[config.mk]
export PLATFORM = sky130hd
export DESIGN_NAME = sram_strobe_seq
export DESIGN_NICKNAME = d
export VERILOG_FILES = /design/src/rtl/sram_seq_pkg.sv /design/src/rtl/seq_tick_timer.sv /design/src/rtl/seq_strobe_decode.sv /design/src/rtl/sram_seq_port.sv /design/src/rtl/sram_strobe_seq.sv
export SDC_FILE = /design/constraint.sdc
export NUM_CORES = 1
export LEC_CHECK = 0
export BUFFER_PORTS_ARGS = -buffer_cell sky130_fd_sc_hd__buf_2
export CAP_MARGIN = 0
export CORE_ASPECT_RATIO = 2
export CORE_MARGIN = 2
export CORE_UTILIZATION = 30
export DETAILED_ROUTE_END_ITERATION = 10
export PLACE_DENSITY = 0.55
export REMOVE_ABC_BUFFERS = 1
export SLEW_MARGIN = 5
export SYNTH_ARGS = -nofsm -noshare
export SYNTH_HDL_FRONTEND = slang
export SYNTH_SLANG_ARGS = --single-unit
[constraint.sdc]
create_clock -name clk -period 2.35 [get_ports clk]
set_clock_uncertainty 0.15 [all_clocks]
set_input_delay 0.3525 -clock clk [delete_from_list [all_inputs] [get_ports clk]]
set_output_delay 0.3525 -clock clk [all_outputs]
set_load 0.05 [all_outputs]
[src/rtl/sram_seq_pkg.sv]
package sram_seq_pkg;

  typedef enum logic [2:0] {
    PH_IDLE    = 3'd0,
    PH_PREOFF  = 3'd1,
    PH_WORD    = 3'd2,
    PH_SENSE   = 3'd3,
    PH_RESTART = 3'd4,
    PH_LATCH   = 3'd5,
    PH_GAP     = 3'd6
  } phase_e;

  typedef struct packed {
    logic bl_pre;
    logic rd_sel;
    logic wl_en;
    logic sa_pre;
    logic sa_en;
    logic wr_en;
    logic dout_stb;
  } strobe_t;

  function automatic int max_of(input int a, input int b);
    return (a > b) ? a : b;
  endfunction

  // bits needed to hold values 0..m (at least one)
  function automatic int cnt_width(input int m);
    return (m < 2) ? 1 : $clog2(m + 1);
  endfunction

  // ticks with busy high for one read: preoff + wordline + sense + restart + latch
  function automatic int read_busy_ticks(input int sense_dly, input int sense_len);
    return 1 + sense_dly + sense_len + 1 + 1;
  endfunction

  // ticks with busy high for one write: preoff + wordline + gap
  function automatic int write_busy_ticks(input int write_len, input int gap);
    return 1 + write_len + gap;
  endfunction

endpackage

[src/rtl/seq_tick_timer.sv]
module seq_tick_timer #(
  parameter int CW = 4
) (
  input  logic          clk,
  input  logic          rst_n,
  input  logic          load,
  input  logic [CW-1:0] load_val,
  output logic          expired
);

  logic [CW-1:0] cnt_q;

  always_ff @(posedge clk or negedge rst_n) begin
    if (!rst_n) begin
      cnt_q <= '0;
    end else if (load) begin
      cnt_q <= load_val;
    end else if (cnt_q != '0) begin
      cnt_q <= cnt_q - 1'b1;
    end
  end

  assign expired = (cnt_q == '0);

  AST_TIMER_NO_WRAP: assert property (@(posedge clk) disable iff (!rst_n)
    (!load && $past(cnt_q) == '0 && !$past(load)) |-> cnt_q == '0);

endmodule

[src/rtl/seq_strobe_decode.sv]
module seq_strobe_decode
  import sram_seq_pkg::*;
(
  input  phase_e  phase,
  input  logic    op_wr,
  output strobe_t strb
);

  always_comb begin
    strb = '{bl_pre: 1'b0, rd_sel: 1'b0, wl_en: 1'b0, sa_pre: 1'b1,
             sa_en: 1'b0, wr_en: 1'b0, dout_stb: 1'b0};
    unique case (phase)
      PH_IDLE:    strb.bl_pre = 1'b1;
      PH_PREOFF:  ;
      PH_WORD: begin
        strb.wl_en  = 1'b1;
        strb.rd_sel = !op_wr;
        strb.wr_en  = op_wr;
        strb.sa_pre = op_wr;
      end
      PH_SENSE: begin
        strb.sa_pre = 1'b0;
        strb.sa_en  = 1'b1;
      end
      PH_RESTART: begin
        strb.sa_pre = 1'b0;
        strb.bl_pre = 1'b1;
      end
      PH_LATCH: begin
        strb.sa_pre   = 1'b0;
        strb.bl_pre   = 1'b1;
        strb.dout_stb = 1'b1;
      end
      PH_GAP:     ;
      default:    strb.bl_pre = 1'b1;
    endcase
  end

endmodule

[src/rtl/sram_seq_port.sv]
module sram_seq_port
  import sram_seq_pkg::*;
#(
  parameter int SENSE_DLY  = 4,
  parameter int SENSE_LEN  = 3,
  parameter int NONOVL_GAP = 2,
  parameter int WRITE_LEN  = 3
) (
  input  logic    clk,
  input  logic    rst_n,
  input  logic    req_valid,
  input  logic    req_write,
  input  logic    row_ready,
  output logic    busy,
  output strobe_t strobes
);

  localparam int MAXC = max_of(max_of(SENSE_DLY, SENSE_LEN), max_of(NONOVL_GAP, WRITE_LEN));
  localparam int CW   = cnt_width(MAXC);
  localparam int RW   = CW + 1;
  localparam logic [RW-1:0] RUN_MAX = '1;

  phase_e        ph_q, ph_d;
  logic          op_wr_q;
  logic          accept;
  logic          tm_load;
  logic [CW-1:0] tm_val;
  logic          tm_expired;

  assign accept = req_valid && row_ready && (ph_q == PH_IDLE);
  assign busy   = (ph_q != PH_IDLE);

  always_comb begin
    ph_d    = ph_q;
    tm_load = 1'b0;
    tm_val  = '0;
    unique case (ph_q)
      PH_IDLE:    if (accept) ph_d = PH_PREOFF;
      PH_PREOFF: begin
        ph_d    = PH_WORD;
        tm_load = 1'b1;
        tm_val  = op_wr_q ? CW'(WRITE_LEN - 1) : CW'(SENSE_DLY - 1);
      end
      PH_WORD: begin
        if (tm_expired) begin
          tm_load = 1'b1;
          if (op_wr_q) begin
            ph_d   = PH_GAP;
            tm_val = CW'(NONOVL_GAP - 1);
          end else begin
            ph_d   = PH_SENSE;
            tm_val = CW'(SENSE_LEN - 1);
          end
        end
      end
      PH_SENSE:   if (tm_expired) ph_d = PH_RESTART;
      PH_RESTART: ph_d = PH_LATCH;
      PH_LATCH:   ph_d = PH_IDLE;
      PH_GAP:     if (tm_expired) ph_d = PH_IDLE;
      default:    ph_d = PH_IDLE;
    endcase
  end

  always_ff @(posedge clk or negedge rst_n) begin
    if (!rst_n) begin
      ph_q    <= PH_IDLE;
      op_wr_q <= 1'b0;
    end else begin
      ph_q <= ph_d;
      if (accept) op_wr_q <= req_write;
    end
  end

  seq_tick_timer #(.CW(CW)) u_timer (
    .clk      (clk),
    .rst_n    (rst_n),
    .load     (tm_load),
    .load_val (tm_val),
    .expired  (tm_expired)
  );

  seq_strobe_decode u_decode (
    .phase (ph_q),
    .op_wr (op_wr_q),
    .strb  (strobes)
  );

  // Observation counters at the strobe pins for the timing assertions
  logic [RW-1:0] wl_hi_run_q;  // length of the latest wordline-high run
  logic [RW-1:0] wl_lo_run_q;  // ticks since the wordline last went low
  logic          wl_prev_q;

  always_ff @(posedge clk or negedge rst_n) begin
    if (!rst_n) begin
      wl_hi_run_q <= '0;
      wl_lo_run_q <= '0;
      wl_prev_q   <= 1'b0;
    end else begin
      wl_prev_q <= strobes.wl_en;
      if (strobes.wl_en) begin
        wl_lo_run_q <= '0;
        if (!wl_prev_q)                 wl_hi_run_q <= RW'(1);
        else if (wl_hi_run_q != RUN_MAX) wl_hi_run_q <= wl_hi_run_q + 1'b1;
      end else if (wl_lo_run_q != RUN_MAX) begin
        wl_lo_run_q <= wl_lo_run_q + 1'b1;
      end
    end
  end

  AST_IDLE_LEVELS: assert property (@(posedge clk) disable iff (!rst_n)
    !busy |-> (strobes.bl_pre && strobes.sa_pre && !strobes.wl_en && !strobes.rd_sel
               && !strobes.sa_en && !strobes.wr_en && !strobes.dout_stb));
  AST_ACCEPT_ROW_READY: assert property (@(posedge clk) disable iff (!rst_n)
    $rose(busy) |-> $past(req_valid && row_ready));
  AST_PRE_WL_EXCL: assert property (@(posedge clk) disable iff (!rst_n)
    !(strobes.bl_pre && strobes.wl_en));
  AST_PRE_OFF_FIRST: assert property (@(posedge clk) disable iff (!rst_n)
    $rose(strobes.wl_en) |-> $past(!strobes.bl_pre));
  AST_SENSE_WAIT: assert property (@(posedge clk) disable iff (!rst_n)
    $rose(strobes.sa_en) |-> (int'(wl_hi_run_q) >= SENSE_DLY && !strobes.wl_en));
  AST_SAPRE_RELEASED: assert property (@(posedge clk) disable iff (!rst_n)
    strobes.sa_en |-> (!strobes.sa_pre && $past(!strobes.sa_pre)));
  AST_RESTART_BEFORE_STB: assert property (@(posedge clk) disable iff (!rst_n)
    $rose(strobes.dout_stb) |-> ($past(strobes.bl_pre) && !strobes.sa_en));
  AST_WE_UNDER_WL: assert property (@(posedge clk) disable iff (!rst_n)
    strobes.wr_en |-> (strobes.wl_en && !strobes.rd_sel && !strobes.sa_en));
  AST_WL_PRE_GAP: assert property (@(posedge clk) disable iff (!rst_n)
    $rose(strobes.bl_pre) |-> int'(wl_lo_run_q) >= NONOVL_GAP);
  AST_BUSY_IGNORES_REQ: assert property (@(posedge clk) disable iff (!rst_n)
    (busy && ph_q != PH_LATCH && ph_q != PH_GAP) |=> busy);

endmodule

[src/rtl/sram_strobe_seq.sv]
module sram_strobe_seq
  import sram_seq_pkg::*;
#(
  parameter int NUM_PORTS  = 2,
  parameter int SENSE_DLY  = 4,
  parameter int SENSE_LEN  = 3,
  parameter int NONOVL_GAP = 2,
  parameter int WRITE_LEN  = 3
) (
  input  logic                 clk,
  input  logic                 rst_n,
  input  logic [NUM_PORTS-1:0] req_valid,
  input  logic [NUM_PORTS-1:0] req_write,
  input  logic [NUM_PORTS-1:0] row_ready,
  output logic [NUM_PORTS-1:0] busy,
  output logic [NUM_PORTS-1:0] bl_pre,
  output logic [NUM_PORTS-1:0] rd_sel,
  output logic [NUM_PORTS-1:0] wl_en,
  output logic [NUM_PORTS-1:0] sa_pre,
  output logic [NUM_PORTS-1:0] sa_en,
  output logic [NUM_PORTS-1:0] wr_en,
  output logic [NUM_PORTS-1:0] dout_stb
);

  initial begin
    AST_PARAM_ORDER: assert (SENSE_DLY >= 1 && SENSE_LEN >= 1 && WRITE_LEN >= 1
                             && NONOVL_GAP >= 1 && SENSE_LEN >= NONOVL_GAP);
    AST_PARAM_PORTS: assert (NUM_PORTS == 1 || NUM_PORTS == 2);
  end

  for (genvar p = 0; p < NUM_PORTS; p++) begin : g_port
    strobe_t strb;

    sram_seq_port #(
      .SENSE_DLY  (SENSE_DLY),
      .SENSE_LEN  (SENSE_LEN),
      .NONOVL_GAP (NONOVL_GAP),
      .WRITE_LEN  (WRITE_LEN)
    ) u_port (
      .clk       (clk),
      .rst_n     (rst_n),
      .req_valid (req_valid[p]),
      .req_write (req_write[p]),
      .row_ready (row_ready[p]),
      .busy      (busy[p]),
      .strobes   (strb)
    );

    assign bl_pre[p]   = strb.bl_pre;
    assign rd_sel[p]   = strb.rd_sel;
    assign wl_en[p]    = strb.wl_en;
    assign sa_pre[p]   = strb.sa_pre;
    assign sa_en[p]    = strb.sa_en;
    assign wr_en[p]    = strb.wr_en;
    assign dout_stb[p] = strb.dout_stb;
  end

endmodule

==> out/results.txt <==
TritonCTS Sinks -> 14
post-DR wirelength/cell -> 12.4 microns
maximum number of pins on one net before global-route repair -> 18
Layout Utilization -> 36.2%
hold_sp -> req_write[0]
chip width -> 45.1 microns
worst min path class -> in2reg
Post-synth top flop -> dfrtp_1
mapped cell area -> 0.00101 sq mm
worst relative slew slack -> 67.4%
share of cells above drive strength 1 -> 23.0%
latest clock arrival within the worst-skew pair -> 0.24 ns
Slew Viols, Final -> 0
Synth Instances -> 123
Post-Synthesis Mean Instance Area -> 8.25 sq um
post-synth top area share -> 34.5%
Max Clk Rate -> 481 MHz
setup TNS -> 0 ns
Initial Utilization -> 31.8%
Worst path most repeated cell -> a21oi_1
root buf cell -> clkbuf_8
drt total wl -> 2110 microns
R2R Path Start -> g_port[1].u_port.u_timer.cnt_q[0]
Setup CP Type -> reg2out
Initial DRC Count -> 18
vias per inst -> 5.24
first-pass GRT wire length -> 3510 microns
Slew @ Worst Pin -> 0.489 ns
crit end category -> primary output
TritonCTS clock tree -> done
worst path cell trace -> nand2b_1 -> a21oi_1 -> a21oi_1 -> buf_2
area leader, netlist -> dfrtp_1
Ant. Diodes -> 0
Area Growth Syn to Fin -> 13.9%
GRT overflow -> 0
Tcrit/Tclk final -> 88.5%
Yosys cell types -> 37
unrepaired setup endpoints after global routing -> false
peak fanout along the critical path -> 13
die area -> 0.00389 sq mm
Max clock buf depth -> 2
vias in the first global route -> 840
RePlAce Congestion -> 0.756
synthesis-stage register bit count -> 14
warnings from Yosys -> 0
CP required -> 1.85 ns
Synth area leaders -> dfrtp_1 35%, nor2_1 5.2%, a21oi_1 4.9%
initial antenna violation count -> 0
Die Height -> 86.3 microns
drt pass-1 iters -> 4
Detail Route Antenna Nets -> 0
hpwl dp -> 1610 microns
core area -> 0.00319 sq mm
min cycle time layout -> 2.08 ns
Final nets -> 153
IO Count -> 24
startpoint types -> flop
final number of hold-violating endpoints -> 0
Critical Path Max Stage Delay -> 0.58 ns
Clk pin slew, worst setup/hold paths -> 0.05 ns
CP Launch Point -> g_port[1].u_port.ph_q[2]
Critical Path Slowest Stage Cell -> dfrtp_1
EDFF count, synth -> 0
CTS H-tree lvls -> 1
max-cap violation count -> 0
gr usage total -> 11.8%
port bufs -> 23
via count -> 890
post-CTS sizing -> 0
run status -> complete, no violations
sequential cell area fraction in the yosys report -> 34.5%
CTS buffer count -> 3
# DRC -> 0
final setup fails -> 0
FFs w/ async S/R, synth -> 100%
Min Hold Slack -> 0.184 ns
Arr. time, crit path -> 1.58 ns
# rows -> 29
==> synth_stat cells, types with 2 or more instances <==
cell type / n
a221oi_1: 2
nor2_1: 14
buf_2: 6
buf_4: 2
nand2b_1: 4
o211ai_1: 3
and2_1: 2
nor2b_1: 6
inv_1: 10
o21ai_0: 4
ha_1: 4
dfrtp_1: 14
a21oi_1: 10
mux2i_1: 2
nand2_1: 13
clkbuf_1: 2
mux2_2: 2
nand3b_1: 2
o31ai_1: 3
==> layout by cell type (no fill, tap or decap), types with 2 or more instances in the layout <==
master / Yosys / final
buf_2: 6 / 23
nor2_1: 14 / 14
dfrtp_1: 14 / 14
nand2_1: 13 / 13
inv_1: 10 / 10
a21oi_1: 10 / 10
nor2b_1: 6 / 6
nand2b_1: 4 / 4
o21ai_0: 4 / 4
ha_1: 4 / 4
o211ai_1: 3 / 3
o31ai_1: 3 / 3
clkbuf_8: 0 / 3
and2_1: 2 / 2
a221oi_1: 2 / 2
mux2_2: 2 / 2
mux2i_1: 2 / 2
nand3b_1: 2 / 2
==> per-stage QoR <==
| stage | area, sq um | worst slack, ns | std cells |
|---|---|---|---|
| finish | 1160 | 0.269 | 170 |
| global route | 1160 | 0.123 | 170 |
| CTS | 1160 | 0.260 | 170 |
| detailed placement | 1100 | 0.530 | 166 |
| global placement | 1100 | 0.542 | 166 |
| floorplan | 951 | -0.0550 | 112 |
==> repair_timing <==
action                    4_1_cts  5_1_grt
hold buffers                    1        0
setup buffers                   0        0
hold endpoints to repair       14        0
==> sequential cells by signal, summed over array words and instances (netlist names) <==
signal	count
g_port.u_port.ph_q	6
g_port.u_port.u_timer.cnt_q	6
g_port.u_port.op_wr_q	2
==> routing by layer <==
metal  track usage (%)  up-vias  share of wire, %
met2              21.4       20                55
li1                  -      450                 -
met4              3.48        0                 0
met1              13.3      420                41
met3              2.08        0               4.1
met5                 0        -                 0
==> worst paths after layout <==
check / end / slack (ns) / cells past startpoint
max: sa_pre[1] / 0.27 / 4
min: g_port[0].u_port.op_wr_q / 0.18 / 2
max reg2reg: g_port[1].u_port.u_timer.cnt_q[0] / 0.52 / 7
min reg2reg: g_port[1].u_port.u_timer.cnt_q[2] / 0.42 / 2
max in group asynchronous: g_port[1].u_port.ph_q[0] / 1.41 / 2
min in group asynchronous: g_port[1].u_port.ph_q[1] / 0.39 / 2
==> worst max-delay path, delay by kind of cell (launching register included) <==
| family | cells | cell delay, ns |
|---|---|---|
| and+or+nand+nor | 1 | 0.29 |
| DFF | 1 | 0.58 |
| AOI/OAI and AO/OA | 2 | 0.19 |
| buffers and inverters | 1 | 0.28 |
==> kinds of logic after synthesis <==
kind of cell,synth area share [%]
XOR/XNOR,0.863
AND/OR/NAND/NOR,26.8
AO/OA/AOI/OAI,17.6
adder cells (fa/ha/maj),4.93
multiplexers,5.30
buffers and inverters,9.99
flip-flops,34.5
==> cell type report <==
type,instances,area [sq um]
Fill cell,342,2040
Timing Repair Buffer,24,125
Inverter,10,37.5
Clock buffer,3,41.3
Sequential cell,14,350
Tap cell,31,38.8
Multi-Input combinational cell,88,563
Power is left out: the tool's default activity adds up to more than one toggle a clock period on the data nets, which glitch-free logic cannot reach.
